===== src/rtl/wdog_pkg.sv =====
package wdog_pkg;
  localparam int SEL_W = 3;

  typedef enum logic {
    SRC_SYS  = 1'b0,
    SRC_SLOW = 1'b1
  } src_e;

  typedef enum logic {
    CLR_SINGLE = 1'b0,
    CLR_PAIR   = 1'b1
  } clr_mode_e;
endpackage


===== src/rtl/wdog_presc.sv =====
module wdog_presc #(
  parameter int SEL_W = 3
) (
  input  logic             clk_i,
  input  logic             rst_ni,
  input  logic             src_tick_i,
  input  logic             sync_clr_i,
  input  logic [SEL_W-1:0] sel_i,
  output logic             tick_o
);
  localparam int PW = (1 << SEL_W) - 1;

  logic [PW-1:0] cnt_q;
  logic [PW-1:0] mask;

  // low sel bits of the divider must all be set for a divided tick
  for (genvar i = 0; i < PW; i++) begin : g_mask
    assign mask[i] = (int'(sel_i) > i);
  end

  assign tick_o = src_tick_i & ((cnt_q & mask) == mask);

  always_ff @(posedge clk_i or negedge rst_ni) begin
    if (!rst_ni)         cnt_q <= '0;
    else if (sync_clr_i) cnt_q <= '0;
    else if (src_tick_i) cnt_q <= cnt_q + 1'b1;
  end
endmodule


===== src/rtl/wdog_cnt.sv =====
module wdog_cnt #(
  parameter int CNT_W = 8
) (
  input  logic clk_i,
  input  logic rst_ni,
  input  logic sync_clr_i,
  input  logic tick_i,
  output logic wrap_o
);
  logic [CNT_W-1:0] cnt_q;

  // restart beats the wrap
  assign wrap_o = tick_i & (&cnt_q) & ~sync_clr_i;

  always_ff @(posedge clk_i or negedge rst_ni) begin
    if (!rst_ni)         cnt_q <= '0;
    else if (sync_clr_i) cnt_q <= '0;
    else if (tick_i)     cnt_q <= cnt_q + 1'b1;
  end
endmodule


===== src/rtl/wdog_clr_ctrl.sv =====
module wdog_clr_ctrl
  import wdog_pkg::*;
(
  input  logic clk_i,
  input  logic rst_ni,
  input  logic pair_mode_i,
  input  logic clr_i,
  input  logic clr1_i,
  input  logic clr2_i,
  input  logic drop_i,
  output logic done_o
);
  clr_mode_e mode;
  logic arm1_q, arm2_q;
  logic seen1, seen2;

  assign mode  = clr_mode_e'(pair_mode_i);
  assign seen1 = arm1_q | clr1_i;
  assign seen2 = arm2_q | clr2_i;

  always_comb begin
    unique case (mode)
      CLR_PAIR: done_o = seen1 & seen2;
      default:  done_o = clr_i;
    endcase
  end

  always_ff @(posedge clk_i or negedge rst_ni) begin
    if (!rst_ni) begin
      arm1_q <= 1'b0;
      arm2_q <= 1'b0;
    end else if (done_o || drop_i || mode != CLR_PAIR) begin
      arm1_q <= 1'b0;
      arm2_q <= 1'b0;
    end else begin
      arm1_q <= seen1;
      arm2_q <= seen2;
    end
  end
endmodule


===== src/rtl/wdog_pair.sv =====
module wdog_pair
  import wdog_pkg::*;
#(
  parameter int CNT_W = 8
) (
  input  logic             clk_i,
  input  logic             rst_ni,
  input  logic             por_ni,
  input  logic             src_sel_i,
  input  logic             slow_tick_i,
  input  logic             pair_mode_i,
  input  logic [SEL_W-1:0] presc_sel_i,
  input  logic             clr_i,
  input  logic             clr1_i,
  input  logic             clr2_i,
  input  logic             halt_i,
  output logic             chip_rst_o,
  output logic             warm_rst_o,
  output logic             to_o,
  output logic             pdf_o
);
  logic any_rst_n;
  logic src_tick, presc_tick;
  logic clr_done, restart, ovf;
  logic halted_q;

  assign any_rst_n = rst_ni & por_ni;
  assign src_tick  = (src_e'(src_sel_i) == SRC_SLOW) ? slow_tick_i : 1'b1;
  assign restart   = clr_done | halt_i;

  wdog_clr_ctrl u_clr (
    .clk_i       (clk_i),
    .rst_ni      (any_rst_n),
    .pair_mode_i (pair_mode_i),
    .clr_i       (clr_i),
    .clr1_i      (clr1_i),
    .clr2_i      (clr2_i),
    .drop_i      (halt_i | ovf),
    .done_o      (clr_done)
  );

  wdog_presc #(.SEL_W(SEL_W)) u_presc (
    .clk_i      (clk_i),
    .rst_ni     (any_rst_n),
    .src_tick_i (src_tick),
    .sync_clr_i (restart),
    .sel_i      (presc_sel_i),
    .tick_o     (presc_tick)
  );

  wdog_cnt #(.CNT_W(CNT_W)) u_cnt (
    .clk_i      (clk_i),
    .rst_ni     (any_rst_n),
    .sync_clr_i (restart),
    .tick_i     (presc_tick),
    .wrap_o     (ovf)
  );

  always_ff @(posedge clk_i or negedge any_rst_n) begin
    if (!any_rst_n) begin
      halted_q   <= 1'b0;
      chip_rst_o <= 1'b0;
      warm_rst_o <= 1'b0;
    end else begin
      chip_rst_o <= ovf & ~halted_q;
      warm_rst_o <= ovf & halted_q;
      if (halt_i)   halted_q <= 1'b1;
      else if (ovf) halted_q <= 1'b0;
    end
  end

  // flags survive the reset pin, only power-on clears them
  always_ff @(posedge clk_i or negedge por_ni) begin
    if (!por_ni) begin
      to_o  <= 1'b0;
      pdf_o <= 1'b0;
    end else if (halt_i) begin
      to_o  <= 1'b0;
      pdf_o <= 1'b1;
    end else begin
      if (ovf)      to_o  <= 1'b1;
      if (clr_done) pdf_o <= 1'b0;
    end
  end
endmodule


===== config.mk =====
export PLATFORM = sky130hd
export DESIGN_NAME = wdog_pair
export DESIGN_NICKNAME = d
export VERILOG_FILES = /design/src/rtl/wdog_pkg.sv /design/src/rtl/wdog_presc.sv /design/src/rtl/wdog_cnt.sv /design/src/rtl/wdog_clr_ctrl.sv /design/src/rtl/wdog_pair.sv
export SDC_FILE = /design/constraint.sdc
export NUM_CORES = 1
export LEC_CHECK = 0
export BUFFER_PORTS_ARGS = -buffer_cell sky130_fd_sc_hd__buf_2
export CORE_MARGIN = 3
export CORE_UTILIZATION = 55
export CTS_CLUSTER_SIZE = 16
export DETAILED_ROUTE_END_ITERATION = 6
export PLACE_DENSITY_LB_ADDON = 0.12
export SYNTH_ARGS = -nofsm -noshare
export SYNTH_HDL_FRONTEND = slang
export SYNTH_SLANG_ARGS = --single-unit

===== constraint.sdc =====
create_clock -name clk_i -period 2.1 [get_ports clk_i]
set_input_delay 0.105 -clock clk_i [delete_from_list [all_inputs] [get_ports clk_i]]
set_output_delay 0.105 -clock clk_i [all_outputs]
set_load 0.03 [all_outputs]

; ---- Word level (Yosys, flattened, before mapping)
; Index checks and enable logic that the tools add are counted.
; W data, S select, Z words.
[op_classes]
addsub = 2
n_eq_ne = 1
n_reduce_logical = 7
mux = 14
magnitude_cmp = 7
bitwise_logic = 15
[ops]
columns = operator, count
row1 = $mux W8, 2
row2 = $mux W7, 2
row3 = $mux W1, 10
row4 = $gt A3 B3 Y1 const B, 3
row5 = $add A8 B1 Y8 const B, 1
row6 = $reduce_and A8 Y1, 1
row7 = $reduce_bool A2 Y1, 4
row8 = $add A7 B1 Y7 const B, 1
row9 = $and A1 B1 Y1, 7
row10 = $and A7 B7 Y7, 1
row11 = $eq A7 B7 Y1, 1
row12 = $gt A3 B1 Y1 const B, 2
row13 = $gt A3 B2 Y1 const B, 2
row14 = $or A1 B1 Y1, 4
row15 = $not A1 Y1, 3
row16 = $logic_or A1 B1 Y1, 2
[totals]
reg_bits = 22
in_bits = 13

; ---- Longest topological paths before layout
; Gate-level depths: netlist (run 1).
[logic_depth]
depth_word = 10
ltp_mapped = 6
ltp_nobuf = 5

; ---- By module
; From an unflattened synthesis (run 1), not the netlist that was laid out.
[unflattened]
hier_cells = 107
area_unflattened_um2 = 1048.5
[by_module_without_submodules]
columns = module, area_per_inst_um2, cells_each, instances
row1 = wdog_cnt, 391.6, 40, 1
row2 = wdog_presc, 371.6, 40, 1
row3 = wdog_pair, 191.4, 17, 1
row4 = wdog_clr_ctrl, 93.8, 10, 1

; ---- Worst setup path before layout (run 1)
; OpenSTA, ideal clock, no wires.
[synth_timing]
path_kind = register to register
startpoint = register u_presc.cnt_q[0]
endpoint = register halted_q
slack_ns = 0.358
stages_incl_launch_ff = 5
t_arrival_ns = 1.624
n_path_buf = 0
cell_sequence = dfrtp_1 nand4_2 a221o_1 or4_4 a21o_1
[synth_between]
elab_chain_cells = 6
[synth_lines]
columns = element, line
row1 = start: declaration, wdog_presc.sv:13  ; logic [PW-1:0] cnt_q;
row2 = start signal: assignment, wdog_presc.sv:26  ; else if (src_tick_i) cnt_q <= cnt_q + 1'b1;
row3 = $and A7 B7 Y7, wdog_presc.sv:21  ; assign tick_o = src_tick_i & ((cnt_q & mask) == mask);
row4 = $eq A7 B7 Y1, wdog_presc.sv:21
row5 = $and A1 B1 Y1, wdog_presc.sv:21
row6 = $and A1 B1 Y1 (2 in a row), wdog_cnt.sv:13  ; assign wrap_o = tick_i & (&cnt_q) & ~sync_clr_i;
row7 = $reduce_bool A2 Y1 (no source line), --
row8 = end signal: assignment, wdog_pair.sv:61  ; halted_q <= 1'b0;
row9 = end signal: assignment, wdog_pair.sv:67  ; if (halt_i) halted_q <= 1'b1;
row10 = end signal: assignment, wdog_pair.sv:68  ; else if (ovf) halted_q <= 1'b0;
row11 = end: declaration, wdog_pair.sv:25  ; logic halted_q;
; No other way between the ends.
; A chain may end at the register's enable or synchronous reset.

; ---- Worst setup path after layout (run 1)
; Same ends and word-level chain as after synthesis.

==> run_results.csv, run 1 <==
group,metric,value,unit
status,status,"complete, no violations",
placement,routabilityCongestion,0.8215,
detailed_routing,route.detailed.drc,0,
setup_path,r2r-start,"u_presc.cnt_q[0]$_DFFE_PN0P_",
sta,whs,0.06548,ns
sta,tns,0,ns
clock_network,h-tree-depth,1,
grt,grt_max_degree,21,
grt,grt-ovfl-total,0,
clock_network,clkLatencyLatePin,0.30,ns
setup_path,critPathRequiredTime,2.31,ns
sta,layout_setup_ws,0.1833,ns
grt,grtUsageMet2,31.99,%
logic_synthesis,yosysWarnings,0,
clock_network,cts_root_buf,"clkbuf_4",
clock_network,cts_buffers,3,
worst_hold_path,hp-start,"pair_mode_i",
floorplan,io_pins,17,
grt,top_usage_layer,"met2",
logic_synthesis,synth_top_area_share,48.62,%
clock_network,holdBufCountCts,3,
setup_path,reg2regPathDepth,4,
grt,use_met1,24.49,%
cells_and_area,drive_gt1_share,20.71,%
detailed_routing,vias,961,
sta,clock_skew,0.002233,ns
clock_network,clock-sinks,22,
detailed_routing,wirelength,2207,um
setup_path,reg2reg_to,"halted_q$_DFFE_PN0P_",
worst_hold_path,min_path_type,"in -> reg",
clock_network,cts_tree,"done",
detailed_routing,dr.first_iter.drc_count,20,
clock_network,post_cts_buffers,0,
floorplan,die_area,0.002639,mm2
logic_synthesis,synth_fp_nets,132,
pwr,power.total,0.7528,mW
floorplan,dieWidth,51.38,um
clock_network,ctsResizeCount,0,
logic_synthesis,synth.cell_area,0.001132,mm2
logic_synthesis,yosys-top-cells-area,"dfrtp_1 (49%), a21oi_1 (4.4%), o31ai_1 (4.0%)",
floorplan,core_area,0.001839,mm2
cells_and_area,n_antenna_cell,0,
logic_synthesis,yosys.area.top_type,"dfrtp_1",
logic_synthesis,avgSynthCellArea,9.678,um2
grt,grt_usage,18.94,%
sta,period_minus_slack,1.917,ns
placement,pre_cts_ws,0.2240,ns
logic_synthesis,ys_seq_elements,22,
setup_path,cp_max_fo,6,
sta,slew_viol_final,0,
sta,worstMarginPinSlew,0.3147,ns
setup_path,cp-end-kind,"register",
floorplan,fp-row-count,15,
setup_path,path_class,"reg -> reg",
logic_synthesis,syn_inst,117,
worst_hold_path,hold_end,"u_clr.arm1_q$_DFF_PN0_",
clock_network,ctsLongestPathBuffers,2,
cells_and_area,layoutNonFillerInstCount,165,
placement,hpwl,1681,um
logic_synthesis,ys_seq_area_share,48.62,%
placement,io_buffers,16,
worst_hold_path,worst_hold_path.num_cells,3,
clock_network,path_clk_slew,0.12,ns
pwr,power_leakage,0.5929,nW
cells_and_area,area_growth,16.69,%
pwr,power.density,569.8,mW/mm2
detailed_routing,drt_pass1_iterations,4,
cells_and_area,fill_cells,156,
sta,timing.fmax,0.5217,GHz
placement,place_inst,158,
detailed_routing,wire_per_inst,13.38,um
floorplan,start_util,61.56,%
sta,rsz0062_at_grt,"false",
setup_path,reg2reg_slack,0.18,ns
sta,hold_viol_final,0,
sta,finalCritPeriodShare,91.27,%
grt,grt_pass1_vias,886,
detailed_routing,ant_nets,0,
setup_path,critPathLaunchType,"register",
sta,slew_headroom,78.86,%
logic_synthesis,synth_cell_types,35,
pwr,ir_worst_vdd,0.0004375,V
detailed_routing,via_per_inst,5.824,
cells_and_area,mostFrequentLayoutCells,"dfrtp_1 (22), buf_2 (16), a21oi_1 (10), nor2_1 (9), nand2_1 (8)",
grt,antenna_found_initial,0,
cells_and_area,layout.nets,156,
flow_run,drv_cap,0,
floorplan,die_y,51.38,um
setup_path,arrival,2.13,ns
sta,finalSetupViolations,0,
grt,use_met3,3.790,%
grt,grt_first_pass_wirelength,3774,um
cells_and_area,final_common_cell,"dfrtp_1",
-- synth_stat cells --
cell       n
or3_1      1
xnor2_1    2
nand3_1    6
a21oi_1   10
a211o_1    1
o21ai_2    1
nor2b_1    1
dfrtp_1   22
nor3_1     1
o31ai_1    6
nor2_2     1
clkbuf_1   3
o221ai_1   1
inv_1      6
o22ai_1    1
ha_1       2
or4_4      1
nand4_1    4
nor2_1     9
and2_1     3
a22oi_1    1
o21ai_0    3
a21o_1     1
nand4_2    1
nand2_1    8
and3_2     1
a211oi_1   1
xor2_1     4
nand2b_1   3
a22o_2     1
and2b_1    1
a221o_1    1
o211ai_1   2
and3_1     1
or4_1      6
-- state kept, by name, indices dropped and copies added, names as in the netlist --
register / flops
chip_rst_o: 1
u_presc.cnt_q: 7
halted_q: 1
u_cnt.cnt_q: 8
pdf_o: 1
warm_rst_o: 1
u_clr.arm1_q: 1
u_clr.arm2_q: 1
to_o: 1
-- power breakdown --
group | total [mW] | switching (mW) | internal, mW
registers | 0.438 | 0.00803 | 0.430
logic | 0.0842 | 0.0502 | 0.0340
clock network | 0.230 | 0.124 | 0.106
total | 0.753 | 0.183 | 0.570
-- worst max-delay path: stages (launching register included) --
cell	delay [ns]
dfrtp_1	0.49
nand4_2	0.16
a221o_1	0.40
or4_4	0.58
a21o_1	0.20
-- worst max path at each step --
stage	startpoint	end	slack, ns	cells past startpoint
2_1_floorplan	u_presc.cnt_q[0]$_DFFE_PN0P_	halted_q$_DFFE_PN0P_	0.36	4
3_3_place_gp	u_presc.cnt_q[0]$_DFFE_PN0P_	halted_q$_DFFE_PN0P_	0.25	4
3_5_place_dp	u_presc.cnt_q[0]$_DFFE_PN0P_	halted_q$_DFFE_PN0P_	0.22	4
4_1_cts	u_presc.cnt_q[0]$_DFFE_PN0P_	halted_q$_DFFE_PN0P_	0.21	4
5_1_grt	u_presc.cnt_q[1]$_DFFE_PN0P_	u_cnt.cnt_q[3]$_DFFE_PN0P_	0.03	6
6_report	u_presc.cnt_q[0]$_DFFE_PN0P_	halted_q$_DFFE_PN0P_	0.18	4
-- metrics by stage --
| stage | instance area [um2] | util [%] |
|---|---|---|
| after floorplan | 1132 | - |
| after global placement | 1255 | 68.23 |
| after detailed placement | 1255 | 68.23 |
| after CTS | 1321 | 71.84 |
| after global routing | 1321 | 71.84 |
| final | 1321 | 71.84 |
-- routing by layer --
metal	up-vias	routed length, um
li1	479	-
met1	461	1038
met2	19	1058
met3	2	94
met4	0	16
met5	-	0
-- final cells by class --
| type | instances | area [um2] | share of cell area [%] |
|---|---|---|---|
| Clock buffer | 4 | 36.28 | 2.746 |
| Inverter | 6 | 22.52 | 1.705 |
| Multi-Input combinational cell | 86 | 548.0 | 41.48 |
| Sequential cell | 22 | 550.5 | 41.67 |
| Tap cell | 25 | 31.28 | 2.367 |
| Timing Repair Buffer | 22 | 132.6 | 10.04 |
-- cell families after synthesis --
group / count (synthesis) / synth area share, %
and+or+nand+nor: 48 / 23.87
AOI/OAI and AO/OA: 30 / 17.68
DFF: 22 / 48.62
buffers and inverters: 9 / 2.983
xor gates and xnor gates: 6 / 4.641
adders and majority gates: 2 / 2.210
Power figures use the tool's default switching activity.
==> run 2: changes to the inputs <==
--- a/config.mk
+++ b/config.mk
@@ -11,6 +11,7 @@
 export CTS_CLUSTER_SIZE = 16
 export DETAILED_ROUTE_END_ITERATION = 6
 export PLACE_DENSITY_LB_ADDON = 0.12
+export RECOVER_POWER = 25
 export SYNTH_ARGS = -nofsm -noshare
 export SYNTH_HDL_FRONTEND = slang
 export SYNTH_SLANG_ARGS = --single-unit
==> run 2 against run 1 <==
Compared with the run above: clock-buffer cell count stayed put; first-iteration DRC count is 10% lower; largest power group unchanged; clock power hardly changed; total power is 0.17% lower; core utilization is 0.27 points lower; critical endpoint unchanged; combinational power is 1% lower; non-clock buffer count stayed put; design area is 0.38% lower; fmax hardly changed; clock skew hardly changed; register-to-register slack hardly changed.
==> run_results.csv, run 2 (synthesis results as in run 1) <==
group,metric,value,unit
status,status,"complete, no violations",
clock_network,cts_buffers,3,
floorplan,fp-row-count,15,
grt,antenna_found_initial,0,
cells_and_area,largest_reg_flops,8,
pwr,power_leakage,0.5862,nW
sta,hold_viol_final,0,
floorplan,start_util,61.56,%
sta,worstMarginPinSlew,1.110,ns
pwr,pwr-share-comb,11.1,%
pwr,clockPowerShare,30.6,%
sta,finalCritPeriodShare,91.28,%
sta,period_minus_slack,1.917,ns
grt,grt_first_pass_wirelength,3774,um
detailed_routing,wirelength,2204,um
sta,slew_viol_final,0,
clock_network,ctsLongestPathBuffers,2,
setup_path,path_class,"reg -> reg",
floorplan,dieWidth,51.38,um
cells_and_area,final_common_cell,"dfrtp_1",
floorplan,core_area,0.001839,mm2
pwr,ir_worst_vdd,0.0004374,V
pwr,power.density,571.0,mW/mm2
pwr,netSwitchingFraction,24.30,%
placement,hpwl,1681,um
sta,timing.fmax,0.5217,GHz
cells_and_area,drive_gt1_share,19.29,%
clock_network,ctsResizeCount,0,
detailed_routing,drt_pass1_iterations,4,
pwr,power.total,0.7515,mW
setup_path,cp_max_fo,6,
clock_network,clkLatencyLatePin,0.30,ns
sta,slew_headroom,26.01,%
detailed_routing,vias,961,
clock_network,cts_root_buf,"clkbuf_4",
clock_network,cts_tree,"done",
clock_network,h-tree-depth,1,
sta,clock_skew,0.001907,ns
pwr,p_int,0.5689,mW
cells_and_area,largest_registers,"u_cnt.cnt_q x8, u_presc.cnt_q x7",
detailed_routing,route.met3.wl,93,um
cells_and_area,fill_cells,159,
floorplan,die_area,0.002639,mm2
worst_hold_path,min_path_type,"in -> reg",
cells_and_area,top_register,"u_cnt.cnt_q",
detailed_routing,ant_nets,0,
cells_and_area,n_antenna_cell,0,
sta,rsz0062_at_grt,"false",
detailed_routing,route.met2.wl,1058,um
clock_network,clock-sinks,22,
grt,grt_pass1_vias,886,
grt,grt_max_degree,21,
sta,whs,0.06685,ns
setup_path,critPathLaunchType,"register",
placement,io_buffers,16,
grt,grt_usage,18.94,%
detailed_routing,met1_length,1036,um
setup_path,critPathRequiredTime,2.31,ns
setup_path,cp-end-kind,"register",
cells_and_area,layout.nets,156,
detailed_routing,topRoutingLayerUsed,"met4",
cells_and_area,mostFrequentLayoutCells,"dfrtp_1 (22), buf_2 (15), a21oi_1 (10), nor2_1 (9), nand2_1 (8)",
floorplan,die_y,51.38,um
grt,grt-ovfl-total,0,
sta,finalSetupViolations,0,
detailed_routing,wire_per_inst,13.36,um
placement,routabilityCongestion,0.8215,
sta,tns,0,ns
detailed_routing,via_per_inst,5.824,
setup_path,arrival,2.13,ns
cells_and_area,area_growth,16.24,%
floorplan,io_pins,17,
flow_run,drv_cap,0,
detailed_routing,route.detailed.drc,0,
detailed_routing,dr.first_iter.drc_count,18,
pwr,seqPwrFrac,58.3,%
clock_network,path_clk_slew,0.12,ns
pwr,p_sw,0.1826,mW
[run 2: area by class of cell]
| type | count | area [um2] | share of cell area (%) |
|---|---|---|---|
| clock buffer | 4 | 36.28 | 2.757 |
| inverter | 6 | 22.52 | 1.711 |
| multi-input combinational | 86 | 548.0 | 41.64 |
| sequential | 22 | 550.5 | 41.83 |
| tap | 25 | 31.28 | 2.376 |
| timing repair buffer | 22 | 127.6 | 9.696 |
[run 2: per-layer routing]
metal	track usage [%]	vias up
met1	24.49	461
met2	31.99	19
met4	5.240	0
li1	-	479
met5	0	-
met3	3.790	2
[run 2: final timing paths]
path	from	endpoint	slack, ns	depth (start not counted)
min in group asynchronous	por_ni	pdf_o$_DFFE_PN0N_	0.13	2
min reg2reg	halted_q$_DFFE_PN0P_	chip_rst_o$_DFF_PN0_	0.46	1
max	u_presc.cnt_q[0]$_DFFE_PN0P_	halted_q$_DFFE_PN0P_	0.18	4
max in group asynchronous	por_ni	u_presc.cnt_q[3]$_DFFE_PN0P_	0.62	4
max reg2reg	u_presc.cnt_q[0]$_DFFE_PN0P_	halted_q$_DFFE_PN0P_	0.18	4
min	pair_mode_i	u_clr.arm1_q$_DFF_PN0_	0.07	3
[run 2: power by group through the flow]
stage | Sequential (mW) | Combinational (mW) | Clock [mW]
2_1_floorplan | 0.448 | 0.0454 | 0
3_3_place_gp | 0.446 | 0.0781 | 0
3_5_place_dp | 0.446 | 0.0801 | 0
4_1_cts | 0.438 | 0.0844 | 0.241
5_1_grt | 0.439 | 0.0934 | 0.259
6_report | 0.438 | 0.0831 | 0.230
[run 2: timing repair]
item,CTS,global route
hold endpoints to repair,23,0
hold buffers,3,0
setup buffers,0,0
[run 2: through the flow]
stage	utilization, %	instances	setup slack [ns]	area [um2]
after floorplan	-	117	0.3580	1132
after global placement	68.23	158	0.2456	1255
after detailed placement	68.23	158	0.2240	1255
after CTS	71.84	165	0.2143	1321
after global routing	71.56	165	0.03048	1316
final	71.56	165	0.1830	1316
[run 2: worst max-delay path: stages, from the launching register on]
cell     delay, ns
dfrtp_1       0.49
nand4_2       0.16
a221o_1       0.40
or4_4         0.58
a21o_1        0.20
==> run 3: changes to the inputs <==
--- a/config.mk
+++ b/config.mk
@@ -6,8 +6,9 @@
 export NUM_CORES = 1
 export LEC_CHECK = 0
 export BUFFER_PORTS_ARGS = -buffer_cell sky130_fd_sc_hd__buf_2
+export CORE_ASPECT_RATIO = 2
 export CORE_MARGIN = 3
-export CORE_UTILIZATION = 55
+export CORE_UTILIZATION = 28
 export CTS_CLUSTER_SIZE = 16
 export DETAILED_ROUTE_END_ITERATION = 6
 export PLACE_DENSITY_LB_ADDON = 0.12
==> run 3 against run 2 <==
Compared with the run above: non-clock buffer count shrank 1; flip-flop and latch count is the same; first-iteration DRC count shrank 28%; sequential power is essentially flat; design area grew 3.1%; combinational power shrank 1%.
==> run_results.csv, run 3 (synthesis results as in run 1) <==
group,metric,value,unit
status,status,"complete, no violations",
sta,worstMarginPinSlew,1.061,ns
floorplan,fp-row-count,32,
detailed_routing,wire_per_inst,13.11,um
grt,grt-ovfl-total,0,
placement,postPlaceCellArea,0.001287,mm2
clock_network,cts_tree,"done",
floorplan,io_pins,17,
setup_path,arrival,2.13,ns
worst_hold_path,min_path_type,"in -> reg",
floorplan,start_util,29.16,%
floorplan,dieWidth,50.97,um
sta,tns,0,ns
setup_path,critPathLaunchType,"register",
setup_path,path_delay_family,"simple AND/OR/NAND/NOR gates",
clock_network,path_clk_slew,0.08,ns
setup_path,critPathRequiredTime,2.29,ns
grt,grt_pass1_vias,901,
clock_network,post_cts_buffers,0,
pwr,p_sw,0.1942,mW
setup_path,cpMaxStageDelayCell,"or4_1",
setup_path,path_class,"reg -> reg",
sta,slew_viol_final,0,
pwr,p_int,0.6285,mW
grt,antenna_found_initial,0,
worst_hold_path,hold_end,"halted_q$_DFFE_PN0P_",
detailed_routing,dr.first_iter.drc_count,13,
cells_and_area,mostFrequentLayoutCells,"dfrtp_1 (22), buf_2 (15), a21oi_1 (10), nor2_1 (9), nand2_1 (8)",
detailed_routing,via_per_inst,4.895,
floorplan,die_area,0.004889,mm2
pwr,ir_worst_vdd,0.0002663,V
setup_path,reg2reg_slack,0.16,ns
detailed_routing,drt_pass1_iterations,4,
cells_and_area,area_growth,19.89,%
sta,period_minus_slack,1.945,ns
pwr,power.density,606.0,mW/mm2
clock_network,ctsResizeCount,0,
cells_and_area,largest_registers,"u_cnt.cnt_q x8, u_presc.cnt_q x7",
cells_and_area,stdcell_area,0.001358,mm2
detailed_routing,route.detailed.drc,0,
worst_hold_path,hp-start,"halt_i",
clock_network,clkLatencyLatePin,0.26,ns
clock_network,cts_buffers,3,
sta,clock_skew,0.002833,ns
grt,grt_first_pass_wirelength,4119,um
sta,finalCritPeriodShare,92.60,%
setup_path,reg2regPathDepth,6,
sta,rsz0062_at_grt,"false",
cells_and_area,n_antenna_cell,0,
cells_and_area,drive_gt1_share,19.42,%
setup_path,reg2reg_to,"u_cnt.cnt_q[4]$_DFFE_PN0P_",
setup_path,path_cells,"nand2b_1 -> a21oi_1 -> a211o_1 -> buf_4 -> or4_1 -> a21oi_1",
placement,io_buffers,16,
detailed_routing,wirelength,2490,um
setup_path,cp_max_fo,9,
pwr,netSwitchingFraction,23.61,%
worst_hold_path,worst_hold_path.num_cells,2,
flow_run,drv_cap,0,
sta,slew_headroom,29.25,%
cells_and_area,final_common_cell,"dfrtp_1",
clock_network,ctsLongestPathBuffers,2,
grt,grt_max_degree,21,
setup_path,r2r-start,"u_presc.cnt_q[1]$_DFFE_PN0P_",
cells_and_area,layout.nets,155,
pwr,power_leakage,0.5890,nW
pwr,clockPowerShare,36.8,%
clock_network,h-tree-depth,1,
pwr,seqPwrFrac,53.2,%
setup_path,crit_top_cell,"a21oi_1",
detailed_routing,vias,930,
cells_and_area,largest_reg_flops,8,
detailed_routing,ant_nets,0,
cells_and_area,top_register,"u_cnt.cnt_q",
setup_path,cp_num_buf_inv,1,
sta,hold_viol_final,0,
setup_path,cp-end-kind,"register",
clock_network,holdBufCountCts,2,
clock_network,cts_root_buf,"clkbuf_8",
setup_path,critPathMaxStageDelay,0.50,ns
clock_network,clock-sinks,22,
pwr,pwr-share-comb,10.0,%
sta,timing.fmax,0.5142,GHz
floorplan,die_y,95.93,um
placement,routabilityCongestion,0.7606,
sta,finalSetupViolations,0,
grt,grt_usage,11.30,%
placement,hpwl,1907,um
floorplan,core_area,0.003884,mm2
[run 3: cell types whose count changed in the layout (fill, tap and decap cells not counted), sizes merged]
| cell | delta |
|---|---|
| dlygate4sd3 | -1 |
[run 3: metal layers]
| metal | global-route usage (%) | vias up | wire (um) |
|---|---|---|---|
| li1 | - | 473 | - |
| met1 | 12.33 | 437 | 970 |
| met2 | 20.91 | 16 | 1390 |
| met3 | 1.395 | 4 | 84 |
| met4 | 5.393 | 0 | 45 |
| met5 | 0 | - | 0 |
[run 3: cell type report]
| class | count | area, um2 |
|---|---|---|
| inverters | 6 | 22.52 |
| repair buffers | 21 | 117.6 |
| multi-input cells | 86 | 548.0 |
| clock buffers | 4 | 55.05 |
| well taps | 51 | 63.81 |
| fillers | 428 | 2526 |
| flip-flops and latches | 22 | 550.5 |
[run 3: worst max path at each step]
stage	startpoint	to	slack (ns)	cells after the start
2_1_floorplan	u_presc.cnt_q[0]$_DFFE_PN0P_	halted_q$_DFFE_PN0P_	0.36	4
3_3_place_gp	u_presc.cnt_q[1]$_DFFE_PN0P_	u_cnt.cnt_q[4]$_DFFE_PN0P_	0.25	6
3_5_place_dp	u_presc.cnt_q[1]$_DFFE_PN0P_	u_cnt.cnt_q[4]$_DFFE_PN0P_	0.18	6
4_1_cts	u_presc.cnt_q[1]$_DFFE_PN0P_	u_cnt.cnt_q[4]$_DFFE_PN0P_	0.17	6
5_1_grt	u_presc.cnt_q[1]$_DFFE_PN0P_	u_cnt.cnt_q[4]$_DFFE_PN0P_	0.06	6
6_report	u_presc.cnt_q[1]$_DFFE_PN0P_	u_cnt.cnt_q[4]$_DFFE_PN0P_	0.16	6
[run 3: per-stage QoR]
step | hold WS, ns | setup WS [ns] | total power [mW] | utilization (%) | instances
after global placement | -0.1054 | 0.2476 | 0.5274 | 33.15 | 184
after floorplan | -0.1906 | 0.3580 | 0.4935 | - | 117
final | 0.06228 | 0.1554 | 0.8227 | 34.95 | 190
after detailed placement | -0.09878 | 0.1830 | 0.5285 | 33.15 | 184
after CTS | 0.06853 | 0.1744 | 0.8365 | 35.08 | 190
after global routing | 0.07657 | 0.05525 | 0.8689 | 34.95 | 190
[run 3: power by group through the flow]
| stage | Sequential, mW | Clock [mW] | Combinational (mW) |
|---|---|---|---|
| final | 0.438 | 0.303 | 0.0823 |
| after global routing | 0.439 | 0.336 | 0.0941 |
| after CTS | 0.438 | 0.313 | 0.0856 |
| after detailed placement | 0.446 | 0 | 0.0822 |
| after global placement | 0.446 | 0 | 0.0813 |
| after floorplan | 0.448 | 0 | 0.0454 |
